File: src/rtl/dma_seq_pkg.sv
package dma_seq_pkg;

  typedef enum logic [1:0] {
    XM_DEMAND  = 2'b00,
    XM_SINGLE  = 2'b01,
    XM_BLOCK   = 2'b10,
    XM_CASCADE = 2'b11
  } xfer_mode_e;

  typedef enum logic [2:0] {
    ST_IDLE,
    ST_HOLD,
    ST_AHI,
    ST_ALO,
    ST_READ,
    ST_WRITE,
    ST_CASC,
    ST_COPY
  } seq_state_e;

endpackage

File: src/rtl/dma_chan_bank.sv
module dma_chan_bank #(
  parameter int NCH = 4,
  parameter int AW  = 16,
  localparam int CHW = $clog2(NCH)
) (
  input  logic                    clk,
  input  logic                    rst_n,
  input  logic                    ld_en,
  input  logic [CHW-1:0]          ld_ch,
  input  logic [1:0]              ld_mode,
  input  logic [AW-1:0]           ld_addr,
  input  logic [AW-1:0]           ld_cnt,
  input  logic [NCH-1:0]          adv,
  output logic [NCH-1:0][AW-1:0]  addr_q,
  output logic [NCH-1:0][AW-1:0]  cnt_q,
  output logic [NCH-1:0][1:0]     mode_q
);

  for (genvar g = 0; g < NCH; g++) begin : g_chan
    logic hit;
    assign hit = ld_en && (ld_ch == CHW'(g));

    always_ff @(posedge clk or negedge rst_n) begin
      if (!rst_n) begin
        addr_q[g] <= '0;
        cnt_q[g]  <= '0;
        mode_q[g] <= '0;
      end else if (hit) begin
        addr_q[g] <= ld_addr;
        cnt_q[g]  <= ld_cnt;
        mode_q[g] <= ld_mode;
      end else if (adv[g]) begin
        addr_q[g] <= addr_q[g] + AW'(1);
        cnt_q[g]  <= cnt_q[g] - AW'(1);
      end
    end
  end

endmodule

File: src/rtl/dma_seq_ctl.sv
module dma_seq_ctl
  import dma_seq_pkg::*;
#(
  parameter int NCH = 4,
  parameter int AW  = 16,
  localparam int CHW = $clog2(NCH),
  localparam int LOW_W = AW / 2
) (
  input  logic            clk,
  input  logic            rst_n,
  input  logic            copy_mode,
  input  logic            fast_timing,
  input  logic            grant_valid,
  input  logic [CHW-1:0]  grant_ch,
  input  logic [NCH-1:0]  dreq,
  input  logic            hlda,
  input  logic            eop_in_n,
  input  logic [1:0]      svc_mode,
  input  logic [AW-1:0]   svc_addr,
  input  logic [AW-1:0]   svc_cnt,
  input  logic [AW-1:0]   cnt0,
  input  logic [AW-1:0]   cnt1,
  output seq_state_e      st_o,
  output logic [CHW-1:0]  svc_o,
  output logic [NCH-1:0]  adv,
  output logic [NCH-1:0]  tc_flags,
  output logic            eop_out_n,
  output logic [NCH-1:0]  req_clr
);

  seq_state_e     st_q, st_d;
  logic [CHW-1:0] svc_q, svc_d;
  logic [NCH-1:0] tc_q, tc_d, clr_q, clr_d;
  logic           eop_q, eop_d;
  logic           at_tc, stop, hi_moves;
  logic [AW-1:0]  addr_nx;

  assign addr_nx  = svc_addr + AW'(1);
  assign hi_moves = (addr_nx[AW-1:LOW_W] != svc_addr[AW-1:LOW_W]);
  assign at_tc    = (svc_cnt == '0);

  always_comb begin
    case (xfer_mode_e'(svc_mode))
      XM_SINGLE: stop = 1'b1;
      XM_BLOCK:  stop = at_tc || !eop_in_n;
      XM_DEMAND: stop = at_tc || !eop_in_n || !dreq[svc_q];
      default:   stop = 1'b1;
    endcase
  end

  always_comb begin
    st_d  = st_q;
    svc_d = svc_q;
    tc_d  = tc_q;
    eop_d = eop_q;
    clr_d = '0;
    adv   = '0;
    case (st_q)
      ST_IDLE: begin
        eop_d = 1'b1;
        if (copy_mode) begin
          if (dreq[0]) begin
            st_d  = ST_HOLD;
            svc_d = '0;
          end
        end else if (grant_valid) begin
          st_d  = ST_HOLD;
          svc_d = grant_ch;
        end
      end
      ST_HOLD: begin
        if (hlda) begin
          if (copy_mode)                      st_d = ST_COPY;
          else if (svc_mode == XM_CASCADE)    st_d = ST_CASC;
          else                                st_d = ST_AHI;
        end
      end
      ST_CASC:  if (!dreq[svc_q]) st_d = ST_IDLE;
      ST_AHI:   st_d = ST_ALO;
      ST_ALO:   st_d = fast_timing ? ST_WRITE : ST_READ;
      ST_READ:  st_d = ST_WRITE;
      ST_WRITE: begin
        adv[svc_q] = 1'b1;
        if (at_tc) begin
          tc_d[svc_q] = 1'b1;
          eop_d       = 1'b0;
        end
        if (stop)          st_d = ST_IDLE;
        else if (hi_moves) st_d = ST_AHI;
        else               st_d = ST_ALO;
      end
      ST_COPY: begin
        adv[0] = 1'b1;
        adv[1] = 1'b1;
        if ((cnt0 == '0) || (cnt1 == '0)) begin
          st_d     = ST_IDLE;
          tc_d[0]  = 1'b1;
          tc_d[1]  = 1'b1;
          clr_d[0] = 1'b1;
          clr_d[1] = 1'b1;
        end
      end
      default: st_d = ST_IDLE;
    endcase
  end

  always_ff @(posedge clk or negedge rst_n) begin
    if (!rst_n) begin
      st_q  <= ST_IDLE;
      svc_q <= '0;
      tc_q  <= '0;
      eop_q <= 1'b1;
      clr_q <= '0;
    end else begin
      st_q  <= st_d;
      svc_q <= svc_d;
      tc_q  <= tc_d;
      eop_q <= eop_d;
      clr_q <= clr_d;
    end
  end

  assign st_o      = st_q;
  assign svc_o     = svc_q;
  assign tc_flags  = tc_q;
  assign eop_out_n = eop_q;
  assign req_clr   = clr_q;

endmodule

File: src/rtl/dma_xfer_seq.sv
module dma_xfer_seq
  import dma_seq_pkg::*;
#(
  parameter int NCH = 4,
  parameter int AW  = 16,
  localparam int CHW = $clog2(NCH)
) (
  input  logic            clk,
  input  logic            rst_n,
  input  logic            copy_mode,
  input  logic            fast_timing,
  input  logic            ld_en,
  input  logic [CHW-1:0]  ld_ch,
  input  logic [1:0]      ld_mode,
  input  logic [AW-1:0]   ld_addr,
  input  logic [AW-1:0]   ld_cnt,
  input  logic            grant_valid,
  input  logic [CHW-1:0]  grant_ch,
  input  logic [NCH-1:0]  dreq,
  input  logic            hlda,
  input  logic            eop_in_n,
  output logic            hrq,
  output logic [NCH-1:0]  dack,
  output logic            adstb,
  output logic [AW-1:0]   bus_addr,
  output logic [AW-1:0]   dst_addr,
  output logic            rd_en,
  output logic            wr_en,
  output logic            eop_out_n,
  output logic [NCH-1:0]  tc_flags,
  output logic [NCH-1:0]  req_clr
);

  logic [1:0] rsync_q;
  logic       rst_core_n;

  always_ff @(posedge clk or negedge rst_n) begin
    if (!rst_n) rsync_q <= '0;
    else        rsync_q <= {rsync_q[0], 1'b1};
  end
  assign rst_core_n = rsync_q[1];

  logic [NCH-1:0][AW-1:0] addr_q, cnt_q;
  logic [NCH-1:0][1:0]    mode_q;
  logic [NCH-1:0]         adv;
  logic [CHW-1:0]         svc;
  seq_state_e             st;

  dma_chan_bank #(.NCH(NCH), .AW(AW)) bank_i (
    .clk(clk), .rst_n(rst_core_n),
    .ld_en(ld_en), .ld_ch(ld_ch), .ld_mode(ld_mode),
    .ld_addr(ld_addr), .ld_cnt(ld_cnt), .adv(adv),
    .addr_q(addr_q), .cnt_q(cnt_q), .mode_q(mode_q)
  );

  dma_seq_ctl #(.NCH(NCH), .AW(AW)) ctl_i (
    .clk(clk), .rst_n(rst_core_n),
    .copy_mode(copy_mode), .fast_timing(fast_timing),
    .grant_valid(grant_valid), .grant_ch(grant_ch),
    .dreq(dreq), .hlda(hlda), .eop_in_n(eop_in_n),
    .svc_mode(mode_q[svc]), .svc_addr(addr_q[svc]), .svc_cnt(cnt_q[svc]),
    .cnt0(cnt_q[0]), .cnt1(cnt_q[1]),
    .st_o(st), .svc_o(svc), .adv(adv), .tc_flags(tc_flags),
    .eop_out_n(eop_out_n), .req_clr(req_clr)
  );

  always_comb begin
    dack = '0;
    if (st inside {ST_CASC, ST_ALO, ST_READ, ST_WRITE}) dack[svc] = 1'b1;
  end

  assign hrq      = (st != ST_IDLE);
  assign adstb    = (st == ST_AHI);
  assign rd_en    = (st == ST_READ) || (st == ST_COPY) || ((st == ST_WRITE) && fast_timing);
  assign wr_en    = (st == ST_WRITE) || (st == ST_COPY);
  assign bus_addr = (st == ST_COPY) ? addr_q[0] : addr_q[svc];
  assign dst_addr = addr_q[1];

endmodule

File: config.mk
export PLATFORM = sky130hd
export DESIGN_NAME = dma_xfer_seq
export DESIGN_NICKNAME = d
export VERILOG_FILES = /design/src/rtl/dma_seq_pkg.sv /design/src/rtl/dma_chan_bank.sv /design/src/rtl/dma_seq_ctl.sv /design/src/rtl/dma_xfer_seq.sv
export SDC_FILE = /design/constraint.sdc
export NUM_CORES = 1
export LEC_CHECK = 0
export ABC_CLOCK_PERIOD_IN_PS = 4100
export BUFFER_PORTS_ARGS = -buffer_cell sky130_fd_sc_hd__buf_2
export CAP_MARGIN = 20
export CELL_PAD_IN_SITES_DETAIL_PLACEMENT = 0
export CELL_PAD_IN_SITES_GLOBAL_PLACEMENT = 1
export CORE_AREA = 4 4 156 158
export DETAILED_ROUTE_END_ITERATION = 8
export DIE_AREA = 0 0 160 162
export PLACE_DENSITY = 0.85
export SLEW_MARGIN = 15
export SYNTH_ARGS = -nofsm -noshare
export SYNTH_HDL_FRONTEND = slang
export SYNTH_SLANG_ARGS = --single-unit
File: constraint.sdc
create_clock -name clk -period 4.1 [get_ports clk]
set_input_delay 0.82 -clock clk [delete_from_list [all_inputs] [get_ports clk]]
set_output_delay 0.82 -clock clk [all_outputs]
set_load 0.02 [all_outputs]
# --- Yosys cells after proc, flatten, opt, wreduce, memory -nomap -nowiden ---
# Cells that the tools add are included.
totals:
  register_bits: 150
op_classes:
  add_sub_neg: 9
  order_cmp: 2
  n_eq_ne: 20
  muxes: 53
  bitwise: 1
  reduce_logical: 34
ops:
  columns: ["op", "count"]
  rows:
  - ["2-to-1 mux 16 bit", 19]
  - ["adder 16 x 1 -> 16 bit (second input constant)", 5]
  - ["binary-select mux 16 bit (select 2 bit)", 2]
  - ["subtractor 16 x 1 -> 16 bit (second input constant)", 4]
  - ["logical NOT 16 bit", 3]
  - ["2-to-1 mux 3 bit", 9]
  - ["case mux 3 bit (8 select lines)", 1]
  - ["2-to-1 mux 2 bit", 9]
  - ["nonzero test 2 bit", 7]
  - ["equality test 3 bit (second input constant)", 4]
  - ["equality test 2 bit (second input constant)", 4]
  - ["inequality test 8 bit", 1]
  - ["case mux 2 bit (2 select lines)", 2]
  - ["equality test 3 x 2 -> 1 bit (second input constant)", 2]
  - ["logical AND 1 bit", 6]
  - ["logical OR 1 bit", 6]
  - ["inequality test 2 x 1 -> 1 bit (second input constant)", 3]
  - ["inequality test 3 bit (second input constant)", 2]
  - ["AND reduction 3 bit", 2]
  - ["2-to-1 mux 1 bit", 5]
  - ["AND reduction 5 bit", 1]
  - ["binary-select mux 2 bit (select 2 bit)", 1]
  - ["logical NOT 2 bit", 2]
  - ["2-to-1 mux 4 bit", 1]
  - ["other kinds (14)", 18]

# --- Longest topological paths before layout ---
# Gate-level depths: netlist of the first run.
logic_depth:
  ltp_word: 8
  depth_mapped: 9

# --- Hierarchy ---
# A second synthesis of the first run with hierarchy kept.
hier_totals:
  hier_cells: 1014
  hier_area_um2: 9380.2
modules_own_cells:
  columns: ["module", "instances", "cells_each", "area_each_um2", "seq_area_each_um2"]
  rows:
  - ["dma_chan_bank", 1, 831, 7329.5, 3403.3]
  - ["dma_xfer_seq", 1, 78, 1233.7, 50.0]
  - ["dma_seq_ctl", 1, 105, 817.0, 276.5]

# --- Worst setup path before layout of the first run ---
# No wires, ideal clock.
synth_timing:
  kind: "flip-flop to output port"
  start: "register ctl_i.st_q[0] (netlist: ctl_i.st_o[0])"
  end: "output bus_addr[10]"
  t_arrival_ns: 2.151
  t_required_ns: 3.280
  slack_ns: 1.129
  path_stages_with_launch: 8
  n_path_buf: 2
  path_cell_list: "dfrtp_1 buf_2 nand2_1 clkinv_1 nand2_1 clkbuf_1 a31oi_1 o21ai_0"
synth_via:
  elab_chain_cells: 2
synth_lines:
  columns: ["element", "line_no", "rtl"]
  rows:
  - ["start: declaration", "dma_seq_ctl.sv:31", "seq_state_e st_q, st_d;"]
  - ["start signal: assignment", "dma_seq_ctl.sv:115", "st_q <= st_d;"]
  - ["equality test 3 bit", "dma_xfer_seq.sv:76", "assign bus_addr = (st == ST_COPY) ? addr_q[0] : addr_q[svc];"]
  - ["2-to-1 mux 16 bit", "dma_xfer_seq.sv:76", null]
  - ["end: declaration", "dma_xfer_seq.sv:25", "output logic [AW-1:0] bus_addr,"]
# Every way passes these cells.

# --- Worst setup path in the final report of the first run ---
layout_timing:
  start: "register ctl_i.st_q[2] (netlist: ctl_i.st_o[2])"
  end: "output bus_addr[13]"
# The elaborated chain is that of the path after synthesis.

==> key figures, run 1 <==
Worst setup path
  – R2R cell count: 6
  – Type of element capturing the critical path: output pin
  – Worst R2R Start: ctl_i.svc_o[0]$_DFFE_PN0P_
  – Endpoint of the most critical register-to-register path: ctl_i.st_o[0]$_DFFE_PN0P_
  – Nature of the critical path startpoint: register
  – Worst EP arrival: roughly 2800 ps
  – Required arrival time at the worst endpoint: 3280 ps
  – Maximum fanout along the worst path: 15
  – Classification of the worst setup path: reg2out
  – Reg-to-reg setup timing slack: 1330 ps

Clock tree
  – CTS-repair resized insts: 0
  – Buffers inserted by post-CTS timing repair: 0
  – H-tree depth: 4
  – Cts-stage hold buffer count: 0
  – Worst-Skew Late Latency: 430 ps
  – CTS tree: built
  – Total clock buffers created by CTS: 17
  – Clock slew seen by the registers of the worst setup and hold paths: 70 ps
  – Buffer type at the clock tree root: sky130_fd_sc_hd__clkbuf_16
  – Total clock sinks: 149
  – Maximum clock insertion buffer count: 2

Finish
  – Number of filler instances in the final layout: 2,266
  – Utilization after layout: 0.4560
  – Share of post-route cells with drive strength above 1: 0.1728
  – Net count of the finished layout: ~1,200
  – Ant. Diodes: 0
  – Area overhead of the layout relative to synthesis: 13.90%
  – Final design area excluding fillers: about 11,000 sq um
  – Count of non-filler cells in the finished layout: 1,424
  – Commonest cells after routing, fill and taps aside: sky130_fd_sc_hd__dfrtp_1 (146), sky130_fd_sc_hd__nand2_1 (125), sky130_fd_sc_hd__nor2_1 (109)
  – Most common library cell in the layout ignoring fill and taps: sky130_fd_sc_hd__dfrtp_1

Global route
  – Vias in the first global route: 7,662
  – Pin count of the biggest net entering global routing: 67
  – Overall track demand over capacity in global routing: 0.2056
  – Number of antenna violations at the first check in global routing: 0
  – Global-route congestion overflow total: 0
  – First-pass GRT wire length: 42,370 um

Pwr
  – Leakage Power: 4.137 nW
  – Power per cell area: 661.3 nW/um^2
  – Max IR drop VDD: 0.3485 mV

Synth
  – Unique cell type count in the Yosys netlist: 72
  – EDFF count, synth: 0
  – FF+latch count, synth: 149
  – Yosys warning total: 0
  – Post-synthesis cell area: 9256 sq um
  – Instance count of the mapped netlist: 1,054
  – Per-instance average area after synthesis: ~8.8 sq um
  – Sequential cell area fraction in the yosys report: 0.4029
  – Ys async rst share: 1.000
  – Most instantiated flip-flop cell in the synthesis netlist: sky130_fd_sc_hd__dfrtp_1

Place
  – Final weighted congestion of routability-driven global placement: 0.8608
  – Placed Instance Area: 9905 sq um
  – Post-placement cell count: 1,392
  – Buffers on Ports: 96
  – Detailed placer's ending HPWL: 19,130 um

Timing
  – Slew Limit Fails: 0
  – Hold Violations, Final: 0
  – Unrepaired setup endpoints after global routing: no
  – Worst hold margin: 162.3 ps
  – Period utilization: 0.8733
  – Final setup viols: 0
  – Relative max-transition margin: 0.3812
  – Highest Clock Rate: 0.2793 GHz
  – Min Clock Period, post-route: 3581 ps
  – Total Neg Setup Slack: 0 ps
  – Worst slew pin tran: just over 900 ps
  – Worst setup skew after layout: 9.834 ps

Status
  – Run status: complete, no violations

Route
  – Per-cell routed wire length: 18.39 um
  – Count of routing violations after the opening detailed-route iteration: a little over 500
  – Antenna-violating nets left: 0
  – Final wirelength: 26,180 um
  – Number of DRC violations after detailed routing: 0
  – Vias per Instance: approximately 5.5
  – Initial DRT Pass Iterations: 5
  – Count of vias placed by the detailed router: 7,835

Die
  – X dimension of the die: 160 um
  – Height of the die: 162 um
  – Core ar.: 23,120 sq um
  – Count of boundary I/O pins: 99
  – Initial core utilization: 0.4003
  – Placement Rows: 56
  – Area of the die: 25,920 sq um

Min path
  – Type of the worst min-delay path: in2async

Run
  – Max Cap Violations: 0
[worst max-delay path: stages (launching register included)]
cell and delay [ps]:
sky130_fd_sc_hd__dfrtp_1 530, sky130_fd_sc_hd__nand2_1 340, sky130_fd_sc_hd__clkinv_1 320, sky130_fd_sc_hd__nand2_1 590, sky130_fd_sc_hd__a31oi_1 160, sky130_fd_sc_hd__o21ai_0 190, sky130_fd_sc_hd__buf_2 200
[metal layers]
metal | part of all wire | up-vias | track usage
li1 | - | 3824 | -
met1 | 0.45 | 3753 | 0.2845
met2 | 0.47 | 223 | 0.3376
met3 | 0.055 | 35 | 0.03324
met4 | 0.017 | 0 | 0.05514
met5 | 0 | - | 0
[how the worst max path moves through the flow]
stage | start | end | slack [ps] | cells past startpoint
floorplan | ctl_i.st_o[0]$_DFFE_PN0P_ | bus_addr[10] | 1130 | 7
global placement | ctl_i.st_o[2]$_DFFE_PN0P_ | bus_addr[13] | 1060 | 6
CTS | ctl_i.st_o[2]$_DFFE_PN0P_ | bus_addr[13] | 490 | 6
global route | ctl_i.st_o[2]$_DFFE_PN0P_ | bus_addr[11] | 280 | 6
detailed placement | ctl_i.st_o[2]$_DFFE_PN0P_ | bus_addr[8] | 960 | 6
finish | ctl_i.st_o[2]$_DFFE_PN0P_ | bus_addr[13] | 520 | 6
[cell families after synthesis]
family                     Yosys count  share of synthesized area
xor gates and xnor gates           117                     0.1107
DFF                                149                     0.4029
adders and majority gates            8                    0.01081
muxes                               33                    0.04839
AOI/OAI and AO/OA                  219                     0.1377
other                                2                  0.0008113
and+or+nand+nor                    425                     0.2367
buffers and inverters              101                    0.05191
[power by group]
| part | leakage [nW] | switching [mW] | internal (mW) | total, mW |
|---|---|---|---|---|
| logic | 2.11 | 1.59 | 1.14 | 2.73 |
| clock network | 0.302 | 0.682 | 1.05 | 1.73 |
| registers | 1.72 | 0.653 | 1.86 | 2.51 |
| total | 4.14 | 2.93 | 4.04 | 6.97 |
[flip-flops by register name, indices dropped and copies added (netlist names)]
name	flops
ctl_i.eop_out_n	1
ctl_i.st_o	3
bank_i.addr_q	64
rsync_q	2
bank_i.mode_q	8
ctl_i.svc_o	2
ctl_i.tc_flags	4
bank_i.cnt_q	64
ctl_i.req_clr	1
[through the flow]
step                      power, mW  setup slack [ps]
after detailed placement      5.245             962.4
after global placement        5.179              1060
after floorplan               4.443              1129
after global routing          7.422             275.9
after CTS                     6.994             492.6
final                         6.972             519.4
[final cells by class]
class | instances | area [sq um] | share of cell area
multi-input combinational | 805 | 5056 | 0.4796
sequential | 149 | 3735 | 0.3543
timing repair buffer | 116 | 630.6 | 0.05981
clock buffer | 20 | 446.7 | 0.04237
tap | 290 | 362.8 | 0.03442
clock inverter | 12 | 191.4 | 0.01816
inverter | 32 | 120.1 | 0.01139
[cells in the mapped netlist, drive strengths merged, types with 3 or more instances]
| master | n | share of area |
|---|---|---|
| a31oi | 16 | 0.011 |
| nand3b | 3 | 0.0028 |
| nor3 | 32 | 0.017 |
| nand2b | 11 | 0.0091 |
| o21ai | 85 | 0.046 |
| xor2 | 38 | 0.036 |
| inv | 30 | 0.012 |
| or4 | 9 | 0.0085 |
| a21oi | 69 | 0.038 |
| a22oi | 13 | 0.011 |
| nor4 | 41 | 0.037 |
| clkbuf | 35 | 0.014 |
| nand2 | 126 | 0.051 |
| xnor2 | 79 | 0.075 |
| buf | 34 | 0.025 |
| nand4 | 20 | 0.014 |
| nor4b | 3 | 0.0058 |
| a211oi | 3 | 0.0024 |
| nand3 | 25 | 0.014 |
| o2111ai | 5 | 0.0047 |
| ha | 8 | 0.011 |
| and3 | 7 | 0.0047 |
| or3 | 8 | 0.0054 |
| nor2b | 15 | 0.010 |
| mux2i | 8 | 0.0087 |
| and2 | 5 | 0.0034 |
| mux2 | 19 | 0.023 |
| nor2 | 111 | 0.046 |
| dfrtp | 148 | 0.40 |
| o21bai | 4 | 0.0032 |
| mux4 | 6 | 0.017 |
(Power assumes the default switching activity.)
==> run 2: changes to the inputs <==
--- a/config.mk
+++ b/config.mk
@@ -5,7 +5,7 @@
 export SDC_FILE = /design/constraint.sdc
 export NUM_CORES = 1
 export LEC_CHECK = 0
-export ABC_CLOCK_PERIOD_IN_PS = 4100
+export ABC_CLOCK_PERIOD_IN_PS = 3200
 export BUFFER_PORTS_ARGS = -buffer_cell sky130_fd_sc_hd__buf_2
 export CAP_MARGIN = 20
 export CELL_PAD_IN_SITES_DETAIL_PLACEMENT = 0
==> constraint.sdc (replaced) <==
create_clock -name clk -period 3.2 [get_ports clk]
set_input_delay 0.64 -clock clk [delete_from_list [all_inputs] [get_ports clk]]
set_output_delay 0.64 -clock clk [all_outputs]
set_load 0.02 [all_outputs]
==> run 2 against run 1 <==
Against the previous run: via count increased by 1.7%; routed wire length is 2.3% higher; worst setup slack worse by 360 ps; sequential share of layout area shrank 0.27 points; non-clock buffer count increased by 8; clock-buffer cell count fell by 2; sequential power increased by 29%; first-iteration DRC count grew 30%; worst hold slack improved by 190 ps; design area increased by 0.76%; global-route usage up 0.15 points; largest cell class unchanged.
==> key figures, run 2 (synthesis gave the netlist of run 1 again) <==
Worst setup path
  – Classification of the worst setup path: reg2out (unchanged)
  – R2R cell count: 6 (unchanged)
  – Launch point of the worst path: ctl_i.svc_o[1]$_DFFE_PN0P_ (was ctl_i.st_o[2]$_DFFE_PN0P_)
  – Slowest stage delay, CP: 900 ps (was 590 ps)
  – List of cells traversed by the critical path: buf_4 -> nor2_1 -> a21oi_1 -> a22oi_1 -> o21ai_0 -> buf_2 (was nand2_1 -> clkinv_1 -> nand2_1 -> a31oi_1 -> o21ai_0 -> buf_2)
  – Critical-path top delay cell: sky130_fd_sc_hd__dfrtp_2 (was sky130_fd_sc_hd__nand2_1)
  – Required arrival time at the worst endpoint: 2560 ps (was 3280 ps)
  – Sum of buffers and inverters on the critical path: 2 (unchanged)
  – Nature of the critical path startpoint: register (unchanged)
  – Worst R2R Start: ctl_i.svc_o[0]$_DFFE_PN0P_ (unchanged)
  – Dominant delay contributor by cell family on the critical path: flip-flops (was simple AND/OR/NAND/NOR gates)
  – Worst EP arrival: 2400 ps (was 2760 ps)
  – Number of cells on the critical path: 6 (unchanged)
  – Type of element capturing the critical path: output pin (unchanged)
  – Maximum fanout along the worst path: 42 (was 15)

Route
  – Antenna-violating nets left: 0 (unchanged)
  – Per-cell routed wire length: 18.70 um (was 18.39 um)
  – Count of routing violations after the opening detailed-route iteration: 655 (was 504)
  – Vias per Instance: 5.565 (was 5.502)
  – Final wirelength: 26,780 um (was 26,180 um)
  – Initial DRT Pass Iterations: 5 (unchanged)
  – Count of vias placed by the detailed router: 7,969 (was 7,835)
  – Number of DRC violations after detailed routing: 0 (unchanged)

Timing
  – Period utilization: 0.9496
  – Worst slew pin tran: 1005 ps (was 928.2 ps)
  – Min Clock Period, post-route: 3039 ps
  – Slew Limit Fails: 0 (unchanged)
  – Worst Slack Setup Final: 161.3 ps (was 519.4 ps)
  – Total Neg Setup Slack: 0 ps (unchanged)
  – Highest Clock Rate: 0.3291 GHz
  – Unrepaired setup endpoints after global routing: no (unchanged)
  – Relative max-transition margin: 0.3129 (was 0.3812)
  – Worst setup skew after layout: 6.317 ps (was 9.834 ps)
  – Hold Violations, Final: 0 (unchanged)
  – Worst hold margin: 354.9 ps (was 162.3 ps)
  – Final setup viols: 0 (unchanged)

Finish
  – Share of post-route cells with drive strength above 1: 0.1795 (was 0.1728)
  – Multi-input logic area: 5056 sq um (unchanged)
  – Ant. Diodes: 0 (unchanged)
  – Commonest cells after routing, fill and taps aside: sky130_fd_sc_hd__dfrtp_1 (146), sky130_fd_sc_hd__nand2_1 (125), sky130_fd_sc_hd__nor2_1 (109) (unchanged)
  – Final design area excluding fillers: 10,620 sq um (was 10,540 sq um)
  – Most common library cell in the layout ignoring fill and taps: sky130_fd_sc_hd__dfrtp_1 (unchanged)
  – Area overhead of the layout relative to synthesis: 14.76% (was 13.90%)
  – Largest registers: bank_i.addr_q (64), bank_i.cnt_q (64), bank_i.mode_q (8) (unchanged)
  – Net count of the finished layout: 1,187 (was 1,179)
  – Count of non-filler cells in the finished layout: 1,432 (was 1,424)
  – Number of filler instances in the final layout: 2,221 (was 2,266)
  – Area of all sequential standard cells: 3735 sq um (unchanged)

Clock tree
  – Clock slew seen by the registers of the worst setup and hold paths: 60 ps (was 70 ps)
  – Buffers inserted by post-CTS timing repair: 0 (unchanged)
  – Buffer type at the clock tree root: sky130_fd_sc_hd__clkbuf_16 (unchanged)
  – Total clock buffers created by CTS: 17 (unchanged)
  – Maximum clock insertion buffer count: 2 (unchanged)
  – Worst-Skew Late Latency: 430 ps (about the same)
  – H-tree depth: 4 (unchanged)
  – Total clock sinks: 149 (unchanged)
  – CTS-repair resized insts: 0 (unchanged)
  – CTS tree: built (unchanged)

Die
  – Count of boundary I/O pins: 99 (unchanged)
  – X dimension of the die: 160 um (unchanged)
  – Core ar.: 23,120 sq um (unchanged)
  – Initial core utilization: 0.4003 (unchanged)
  – Placement Rows: 56 (unchanged)
  – Height of the die: 162 um (unchanged)
  – Area of the die: 25,920 sq um (unchanged)

Place
  – Placed Instance Area: 10,010 sq um (was 9905 sq um)
  – Final weighted congestion of routability-driven global placement: 0.8876 (was 0.8608)
  – Detailed placer's ending HPWL: 19,500 um (was 19,130 um)
  – Post-placement cell count: 1,399 (was 1,392)
  – Buffers on Ports: 96 (unchanged)
  – Pre-CTS worst setup slack: 524.1 ps (was 962.4 ps)

Pwr
  – Leakage Power: 4.187 nW (was 4.137 nW)
  – Max IR drop VDD: 0.3695 mV (was 0.3485 mV)
  – Power per cell area: 837.0 nW/um^2 (was 661.3 nW/um^2)

Global route
  – First-pass GRT wire length: 42,570 um (was 42,370 um)
  – Overall track demand over capacity in global routing: 0.2071 (was 0.2056)
  – Number of antenna violations at the first check in global routing: 1 (was 0)
  – Global-route congestion overflow total: 0 (unchanged)
  – Vias in the first global route: 7,565 (was 7,662)
  – Pin count of the biggest net entering global routing: 67 (unchanged)

Status
  – Run status: complete, no violations (unchanged)

Min path
  – Source of the worst hold timing path: rsync_q[0]$_DFF_PN0_
  – Type of the worst min-delay path: reg2reg (was in2async)
  – Worst Hold Depth: 0

Run
  – Max Cap Violations: 0 (unchanged)
## run 2: cell count changes in the layout (fill, tap and decap cells not counted)
cell and delta:
sky130_fd_sc_hd__clkinv_4 +2, sky130_fd_sc_hd__buf_4 +3, sky130_fd_sc_hd__inv_8 +1, sky130_fd_sc_hd__inv_6 +1, sky130_fd_sc_hd__clkinvlp_4 -1, sky130_fd_sc_hd__buf_12 +4, sky130_fd_sc_hd__dlygate4sd3_1 +1, sky130_fd_sc_hd__clkbuf_1 -2
sky130_fd_sc_hd__clkinv_2 +1, sky130_fd_sc_hd__bufinv_16 -2
## run 2: cell type report
class	instances	area share
Multi-Input combinational cell	805	0.4760
Sequential cell	149	0.3516
Timing Repair Buffer	124	0.06996
Clock buffer	18	0.04134
Tap cell	290	0.03416
Clock inverter	14	0.01567
Inverter	32	0.01131
## run 2: per-layer routing
metal / GRT usage / vias up / wire length, um
li1: - / 3859 / -
met1: 0.2907 / 3824 / 11970
met2: 0.3239 / 252 / 12420
met3: 0.04035 / 32 / 1764
met4: 0.06844 / 2 / 616
met5: 0 / - / 12
## run 2: worst paths after layout
path	slack, ps	end
setup / recovery	160	bus_addr[9]
hold / removal	350	rsync_q[1]$_DFF_PN0_
setup reg to reg	350	ctl_i.st_o[0]$_DFFE_PN0P_
hold reg to reg	350	rsync_q[1]$_DFF_PN0_
max in group asynchronous	1990	ctl_i.eop_out_n$_DFFE_PN1P_
min in group asynchronous	440	bank_i.cnt_q[24]$_DFFE_PN0P_
## run 2: worst reg2reg max path: cells and delay by family, from the launching register on
family	cells	cell delay (ps)
buffers and inverters	1	240
flip-flops	1	950
AND/OR/NAND/NOR	1	130
multiplexers	1	430
AO/OA/AOI/OAI	3	960
## run 2: repair_timing
item / CTS / global route
endpoints found under the hold margin: 2 / 0
setup endpoints to repair: 0 / 0
hold buffers: 1 / 0
## run 2: through the flow
step	total power [mW]	utilization
4_1_cts	8.885	0.4594
2_1_floorplan	5.693	-
3_5_place_dp	6.766	0.4328
6_report	8.891	0.4594
5_1_grt	9.443	0.4594
3_3_place_gp	6.718	0.4328
## run 2: report_power, final
part / switching [mW] / internal, mW / total (mW)
Combinational: 2.07 / 1.49 / 3.56
Sequential: 0.859 / 2.38 / 3.24
Clock: 0.894 / 1.20 / 2.09
Total: 3.82 / 5.07 / 8.89
